File: src/rtl/lt_pkg.sv
package lt_pkg;
    localparam int DATA_W    = 32;
    localparam int FIELD_LSB = 10;
    localparam int CNT_W     = DATA_W - 1 - FIELD_LSB;
    localparam int MAX_CPU   = 4;
    localparam int GLB_WORD  = 4 * MAX_CPU;
    localparam int GLB_WORDS = 5;

    typedef enum logic [2:0] {
        REG_LIMIT,
        REG_COUNT,
        REG_ALIAS,
        REG_AUX,
        REG_RSVD,
        REG_CFG,
        REG_NONE
    } reg_kind_e;

    function automatic logic [DATA_W-1:0] pack_word(input logic flag,
                                                    input logic [CNT_W-1:0] fld);
        return {flag, fld, {FIELD_LSB{1'b0}}};
    endfunction
endpackage

File: src/rtl/lt_addr_decode.sv
module lt_addr_decode
    import lt_pkg::*;
#(
    parameter int NUM_CPU = 4,
    parameter int ADDR_W  = 8,
    parameter int IDX_W   = 3
) (
    input  logic [ADDR_W-1:0] addr,
    output logic [IDX_W-1:0]  idx,
    output reg_kind_e         kind
);
    localparam int WORD_W = ADDR_W - 2;

    logic [WORD_W-1:0] word;
    int                gofs;

    always_comb begin
        word = addr[ADDR_W-1:2];
        gofs = int'(word) - GLB_WORD;
        idx  = '0;
        kind = REG_NONE;
        if (int'(word) < 4 * NUM_CPU) begin
            idx = IDX_W'(word >> 2);
            case (word[1:0])
                2'd0:    kind = REG_LIMIT;
                2'd1:    kind = REG_COUNT;
                2'd2:    kind = REG_ALIAS;
                default: kind = REG_AUX;
            endcase
        end else if (gofs >= 0 && gofs < GLB_WORDS) begin
            idx = IDX_W'(NUM_CPU);
            case (gofs)
                0:       kind = REG_LIMIT;
                1:       kind = REG_COUNT;
                2:       kind = REG_ALIAS;
                3:       kind = REG_RSVD;
                default: kind = REG_CFG;
            endcase
        end
    end
endmodule

File: src/rtl/lt_timer_unit.sv
module lt_timer_unit
    import lt_pkg::*;
#(
    parameter int FLD_W = CNT_W
) (
    input  logic             clk,
    input  logic             rst_n,
    input  logic             tick,
    input  logic             wr_limit,
    input  logic             wr_alias,
    input  logic             rd_ack,
    input  logic [FLD_W-1:0] wr_field,
    output logic [FLD_W-1:0] lim_o,
    output logic [FLD_W-1:0] cnt_o,
    output logic             hit_o
);
    typedef struct packed {
        logic [FLD_W-1:0] lim;
        logic [FLD_W-1:0] cnt;
        logic             hit;
    } tmr_st_t;

    localparam logic [FLD_W-1:0] ONE  = FLD_W'(1);
    localparam logic [FLD_W-1:0] FULL = '1;

    tmr_st_t          st_d, st_q;
    logic [FLD_W-1:0] inc_d;
    logic             reach_d;

    always_comb begin
        st_d    = st_q;
        inc_d   = st_q.cnt + ONE;
        reach_d = (st_q.lim != '0) && (inc_d == st_q.lim);
        if (wr_limit) begin
            st_d.lim = wr_field;
            st_d.cnt = ONE;
            st_d.hit = 1'b0;
        end else begin
            if (wr_alias) st_d.lim = wr_field;
            if (rd_ack)   st_d.hit = 1'b0;
            if (tick) begin
                if (reach_d) begin
                    st_d.cnt = ONE;
                    st_d.hit = 1'b1;
                end else begin
                    st_d.cnt = inc_d;
                end
            end
        end
    end

    always_ff @(posedge clk) begin
        if (!rst_n) st_q <= '0;
        else        st_q <= st_d;
    end

    assign lim_o = st_q.lim;
    assign cnt_o = st_q.cnt;
    assign hit_o = st_q.hit;

    AST_NO_TICK_HOLD: assert property (@(posedge clk) disable iff (!rst_n)
        (!tick && !wr_limit) |=> $stable(st_q.cnt));
    AST_HIT_RELOAD: assert property (@(posedge clk) disable iff (!rst_n)
        (tick && !wr_limit && st_q.lim != '0 && st_q.cnt == st_q.lim - ONE)
        |=> (st_q.cnt == ONE && st_q.hit));
    AST_ACK_CLEARS: assert property (@(posedge clk) disable iff (!rst_n)
        (rd_ack && !tick) |=> !st_q.hit);
    AST_LIMIT_RESTART: assert property (@(posedge clk) disable iff (!rst_n)
        wr_limit |=> (st_q.cnt == ONE && !st_q.hit));
    AST_ALIAS_KEEPS: assert property (@(posedge clk) disable iff (!rst_n)
        (wr_alias && !wr_limit && !tick && !rd_ack) |=> ($stable(st_q.cnt) && $stable(st_q.hit)));
    AST_ZERO_QUIET: assert property (@(posedge clk) disable iff (!rst_n)
        (st_q.lim == '0 && !st_q.hit && !wr_alias) |=> !st_q.hit);
    AST_ZERO_WRAP: assert property (@(posedge clk) disable iff (!rst_n)
        (tick && !wr_limit && st_q.lim == '0 && st_q.cnt == FULL) |=> (st_q.cnt == '0));
    AST_WRITE_WINS: assert property (@(posedge clk) disable iff (!rst_n)
        (wr_limit && tick) |=> (st_q.cnt == ONE));
endmodule

File: src/rtl/lt_aux_regs.sv
module lt_aux_regs
    import lt_pkg::*;
#(
    parameter int NUM_CPU = 4,
    parameter int IDX_W   = 3
) (
    input  logic                           clk,
    input  logic                           rst_n,
    input  logic                           wr_aux,
    input  logic                           wr_cfg,
    input  logic [IDX_W-1:0]               idx,
    input  logic [DATA_W-1:0]              wdata,
    output logic [NUM_CPU-1:0][DATA_W-1:0] aux_o,
    output logic [DATA_W-1:0]              cfg_o
);
    typedef struct packed {
        logic [NUM_CPU-1:0][DATA_W-1:0] aux;
        logic [DATA_W-1:0]              cfg;
    } aux_st_t;

    aux_st_t st_d, st_q;

    always_comb begin
        st_d = st_q;
        for (int i = 0; i < NUM_CPU; i++) begin
            if (wr_aux && int'(idx) == i) st_d.aux[i] = wdata;
        end
        if (wr_cfg) st_d.cfg = wdata;
    end

    always_ff @(posedge clk) begin
        if (!rst_n) st_q <= '0;
        else        st_q <= st_d;
    end

    assign aux_o = st_q.aux;
    assign cfg_o = st_q.cfg;

    AST_CFG_STORES: assert property (@(posedge clk) disable iff (!rst_n)
        wr_cfg |=> (cfg_o == $past(wdata)));
    AST_CFG_HOLDS: assert property (@(posedge clk) disable iff (!rst_n)
        !wr_cfg |=> $stable(cfg_o));
endmodule

File: src/rtl/lt_timer_bank.sv
module lt_timer_bank
    import lt_pkg::*;
#(
    parameter int NUM_CPU = 4,
    parameter int ADDR_W  = 8
) (
    input  logic               clk,
    input  logic               rst_n,
    input  logic               tick_en,
    input  logic [ADDR_W-1:0]  bus_addr,
    input  logic               bus_wr,
    input  logic               bus_rd,
    input  logic [DATA_W-1:0]  bus_wdata,
    output logic [DATA_W-1:0]  bus_rdata,
    output logic               irq_sys,
    output logic [NUM_CPU-1:0] irq_prof
);
    localparam int NT    = NUM_CPU + 1;
    localparam int IDX_W = $clog2(NT);

    logic [IDX_W-1:0]               sel_idx;
    reg_kind_e                      sel_kind;
    logic [NT-1:0]                  wr_lim_s, wr_ali_s, rd_ack_s;
    logic [NT-1:0][CNT_W-1:0]       lim_a, cnt_a;
    logic [NT-1:0]                  hit_a;
    logic [NUM_CPU-1:0][DATA_W-1:0] aux_a;
    logic [DATA_W-1:0]              cfg_w;
    logic [CNT_W-1:0]               wfield;

    assign wfield = bus_wdata[DATA_W-2:FIELD_LSB];

    lt_addr_decode #(
        .NUM_CPU (NUM_CPU),
        .ADDR_W  (ADDR_W),
        .IDX_W   (IDX_W)
    ) u_dec (
        .addr (bus_addr),
        .idx  (sel_idx),
        .kind (sel_kind)
    );

    for (genvar t = 0; t < NT; t++) begin : g_tmr
        assign wr_lim_s[t] = bus_wr && sel_kind == REG_LIMIT && int'(sel_idx) == t;
        assign wr_ali_s[t] = bus_wr && sel_kind == REG_ALIAS && int'(sel_idx) == t;
        assign rd_ack_s[t] = bus_rd && sel_kind == REG_LIMIT && int'(sel_idx) == t;

        lt_timer_unit #(
            .FLD_W (CNT_W)
        ) u_tmr (
            .clk      (clk),
            .rst_n    (rst_n),
            .tick     (tick_en),
            .wr_limit (wr_lim_s[t]),
            .wr_alias (wr_ali_s[t]),
            .rd_ack   (rd_ack_s[t]),
            .wr_field (wfield),
            .lim_o    (lim_a[t]),
            .cnt_o    (cnt_a[t]),
            .hit_o    (hit_a[t])
        );
    end

    lt_aux_regs #(
        .NUM_CPU (NUM_CPU),
        .IDX_W   (IDX_W)
    ) u_aux (
        .clk    (clk),
        .rst_n  (rst_n),
        .wr_aux (bus_wr && sel_kind == REG_AUX),
        .wr_cfg (bus_wr && sel_kind == REG_CFG),
        .idx    (sel_idx),
        .wdata  (bus_wdata),
        .aux_o  (aux_a),
        .cfg_o  (cfg_w)
    );

    always_comb begin
        bus_rdata = '0;
        for (int t = 0; t < NT; t++) begin
            if (int'(sel_idx) == t) begin
                case (sel_kind)
                    REG_LIMIT, REG_ALIAS: bus_rdata = pack_word(hit_a[t], lim_a[t]);
                    REG_COUNT:            bus_rdata = pack_word(hit_a[t], cnt_a[t]);
                    default:              ;
                endcase
            end
        end
        for (int c = 0; c < NUM_CPU; c++) begin
            if (sel_kind == REG_AUX && int'(sel_idx) == c) bus_rdata = aux_a[c];
        end
        if (sel_kind == REG_CFG) bus_rdata = cfg_w;
    end

    assign irq_sys  = hit_a[NUM_CPU];
    assign irq_prof = hit_a[NUM_CPU-1:0];

    AST_ONE_TARGET: assert property (@(posedge clk) disable iff (!rst_n)
        $onehot0({wr_lim_s, wr_ali_s}));
    AST_RSVD_ZERO: assert property (@(posedge clk) disable iff (!rst_n)
        (sel_kind == REG_RSVD) |-> (bus_rdata == '0));
    AST_LOW_BITS_ZERO: assert property (@(posedge clk) disable iff (!rst_n)
        (sel_kind inside {REG_LIMIT, REG_COUNT, REG_ALIAS}) |-> (bus_rdata[FIELD_LSB-1:0] == '0));
endmodule

File: config.mk
export PLATFORM = sky130hd
export DESIGN_NAME = lt_timer_bank
export DESIGN_NICKNAME = d
export VERILOG_FILES = /design/src/rtl/lt_pkg.sv /design/src/rtl/lt_addr_decode.sv /design/src/rtl/lt_timer_unit.sv /design/src/rtl/lt_aux_regs.sv /design/src/rtl/lt_timer_bank.sv
export SDC_FILE = /design/constraint.sdc
export NUM_CORES = 1
export LEC_CHECK = 0
export BUFFER_PORTS_ARGS = -buffer_cell sky130_fd_sc_hd__buf_2
export CAP_MARGIN = 10
export CORE_MARGIN = 2
export CORE_UTILIZATION = 45
export CTS_CLUSTER_SIZE = 20
export DETAILED_ROUTE_END_ITERATION = 6
export HOLD_SLACK_MARGIN = 0.03
export PLACE_DENSITY = 0.66
export SLEW_MARGIN = 40
export SYNTH_ARGS = -nofsm -noshare
export SYNTH_HDL_FRONTEND = slang
export SYNTH_SLANG_ARGS = --single-unit
File: constraint.sdc
create_clock -name clk -period 6.2 [get_ports clk]
set_input_delay 1.86 -clock clk [delete_from_list [all_inputs] [get_ports clk]]
set_output_delay 1.86 -clock clk [all_outputs]
set_load 0.02 [all_outputs]
==> results.json <==
{
  "cts-root-buf": "clkbuf_16",
  "fmax_mhz": 164,
  "fin_crit_sh_pct": 98.1,
  "synthCells": 2837,
  "nets": 2819,
  "ys_async_sr_fraction_pct": 0,
  "final.setup.tns_ps": 0,
  "comb_power_share_pct": 6.1,
  "wire_per_inst_um": 21.9,
  "finalWorstSetupSlack_ps": 115,
  "start_kind": "input port",
  "crit_path_start": "bus_addr[5]",
  "run_status": "finished, final reports clean",
  "ys_seq_elements": 375,
  "grt_max_degree": 187,
  "path_clk_slew_ps": 60,
  "netlist_top_cells_area": "dfxtp_1, nand2_1, a21boi_0",
  "die_h_um": 222,
  "synth_nets": 2887,
  "hold_class": "flip-flop to flip-flop",
  "switching_power_mw": 1.34,
  "ctsResizeCount": 0,
  "antenna_cells": 0,
  "yosysMostFrequentCell": "nand2_1",
  "critPathMaxStageDelay_ps": 470,
  "core_um2": 46800,
  "finClkSkew_ps": 26.5,
  "via_per_inst": 6.14,
  "ys_seq_area_share_pct": 35.1,
  "powerDensity_nw_per_um2": 227,
  "p_sw_share_pct": 25.0,
  "place_area_um2": 22100,
  "synth_top_cell_by_area": "dfxtp_1",
  "cts_hold_buf": 0,
  "hp-start": "u_aux.aux_o[119]$_SDFFE_PN0P_",
  "synth_cell_types": 87,
  "clkSinkCount": 375,
  "finalWirelength_um": 74600,
  "gp_congestion": 0.953,
  "seq_power_share_pct": 45.8,
  "rsz0062_at_grt": "no",
  "core.rowCount": 79,
  "hold_violations": 0,
  "wl_met2_um": 33400,
  "clock_latency_ps": 600,
  "grt-ovfl-total": 0,
  "slowest_stage": "o22ai_1",
  "fp.dieW_um": 222,
  "synthTopCellsByCount": "nand2_1, dfxtp_1, a21boi_0",
  "worstMarginPinSlew_ps": 917,
  "slew_viol_final": 0,
  "antenna_found_initial": 1,
  "fin_area_um2": 23500,
  "cts_buffers": 42,
  "path_max_fanout": 33,
  "setup_viol": 0,
  "area_growth_pct": 9.91,
  "grt_pass1_vias": 19760,
  "maxCapViolCount": 0,
  "critPathArrivalTime_ps": 4220,
  "syn_avg_cell_area_um2": 7.55,
  "p_clk_share_pct": 48.0,
  "peakVddDrop_uv": 197,
  "fin_crit_ps": 6080,
  "grtUsageTotal_pct": 29.6,
  "grt_pass1_wl_um": 115000,
  "worst_setup_path_end_kind": "output pin",
  "vias": 20944,
  "required_ps": 4340,
  "synth.top_cell.area_share_pct": 35.1,
  "clockBufferDepth": 3,
  "p_leak_nw": 7.70,
  "initial_core_util_pct": 45.8,
  "final_util_pct": 50.3,
  "cts_tree": "done",
  "ios": 82,
  "intPower_mw": 4.00,
  "drt-initial-drc-count": 2287,
  "detail_route.first_pass.iterations": 6,
  "worstReg2RegStart": "g_tmr[0].u_tmr.cnt_o[0]$_SDFFE_PN0P_",
  "wl_met3_um": 7320,
  "cts_setup_buffers": 0,
  "highest_layer": "met5",
  "crit_chain": "buf_2, o21ai_1, nor4b_2, buf_4, buf_12, a22oi_1, o22ai_1, nor3_1, buf_4, o21ai_0, buf_2",
  "hold_slack_ps": 460,
  "drcViolationCount": 0,
  "m1WireLength_um": 30500,
  "final_antenna_net_count": 0,
  "dieArea_um2": 49400,
  "cts.htree.levels": 2,
  "synth_edf_count": 0,
  "dp_slack_ps": 170,
  "drive_above_1_share_pct": 8.82,
  "synth_warnings": 0,
  "syn-cell-area_um2": 21400,
  "critical_path_class": "input port to output pin",
  "dp_hpwl_um": 51200,
  "relSlewSlack_pct": 38.8,
  "synthFlopType": "dfxtp_1",
  "io_buffers": 79
}
-- layout make-up --
cell class                      instances  area [um^2]
Clock buffer                           62         1200
Clock inverter                         15          194
Fill cell                            4540        23200
Inverter                               20         75.1
Multi-Input combinational cell       2181        12800
Sequential cell                       375         7510
Tap cell                              607          759
Timing Repair Buffer                  149         1010
-- logic make-up after synthesis --
kind of cell	after synthesis	synth area share, %
simple gates	1236	26.6
fa+ha+maj	5	0.292
buf+inv	281	5.40
compound gates	738	24.3
flops	375	35.1
mux	7	0.327
xor+xnor	195	7.97
-- sequential cells by signal (all words and copies together), names as in the netlist --
| name | flops |
|---|---|
| g_tmr.u_tmr.cnt_o | 105 |
| u_aux.aux_o | 128 |
| g_tmr.u_tmr.lim_o | 105 |
| g_tmr.u_tmr.hit_o | 5 |
| u_aux.cfg_o | 32 |
-- power by group through the flow --
stage               sequential, mW  combinational, mW  clock, mW
floorplan                     2.49              0.199          0
global placement              2.50              0.312          0
global route                  2.45              0.344       2.70
detailed placement            2.50              0.317          0
CTS                           2.45              0.318       2.60
finish                        2.45              0.328       2.56
-- layer usage --
metal,vias to the layer above,GRT usage [%]
met2,995,46.7
li1,9809,-
met4,2,12.9
met5,-,0
met1,9941,38.8
met3,197,6.60
-- per-stage QoR --
stage	power, mW	instances
finish	5.34	3409
CTS	5.37	3409
global placement	2.81	3332
detailed placement	2.82	3332
global route	5.49	3409
floorplan	2.69	2837
-- layout by cell type (no fill, tap or decap), types with 9 or more instances in the layout --
cell,instances
clkbuf_1,13
dfxtp_1,375
xnor2_1,106
a21boi_0,266
o21ai_0,86
a31oi_1,25
nand3_1,69
a211oi_1,11
xor2_1,89
a222oi_1,10
and2_1,21
clkbuf_16,42
a211o_1,9
nand2_1,693
nand2b_1,13
o211ai_1,15
nor3_1,56
nor4_1,45
and3_1,24
a221o_1,12
nor2_1,151
a22oi_1,117
nand4_1,60
o22ai_1,44
buf_2,78
clkinv_2,9
buf_4,63
nor2b_1,14
inv_1,19
a21oi_1,67
a221oi_1,12
nand3b_1,12
and4_1,10
-- critical path, delay by kind of cell --
kind	cells	cell delay [ps]
and+or+nand+nor	2	380
buffers and inverters	5	950
AOI/OAI and AO/OA	4	1010
-- final timing paths --
path                            slack [ps]  depth (start not counted)                                    end
worst max-delay path                   120                         11                          bus_rdata[29]
worst min-delay path                   460                          2          u_aux.aux_o[119]$_SDFFE_PN0P_
worst max register to register        2410                          9  g_tmr[0].u_tmr.cnt_o[19]$_SDFFE_PP0P_
worst min register to register         460                          2          u_aux.aux_o[119]$_SDFFE_PN0P_
Note: power is estimated with default switching activity, not from simulation.
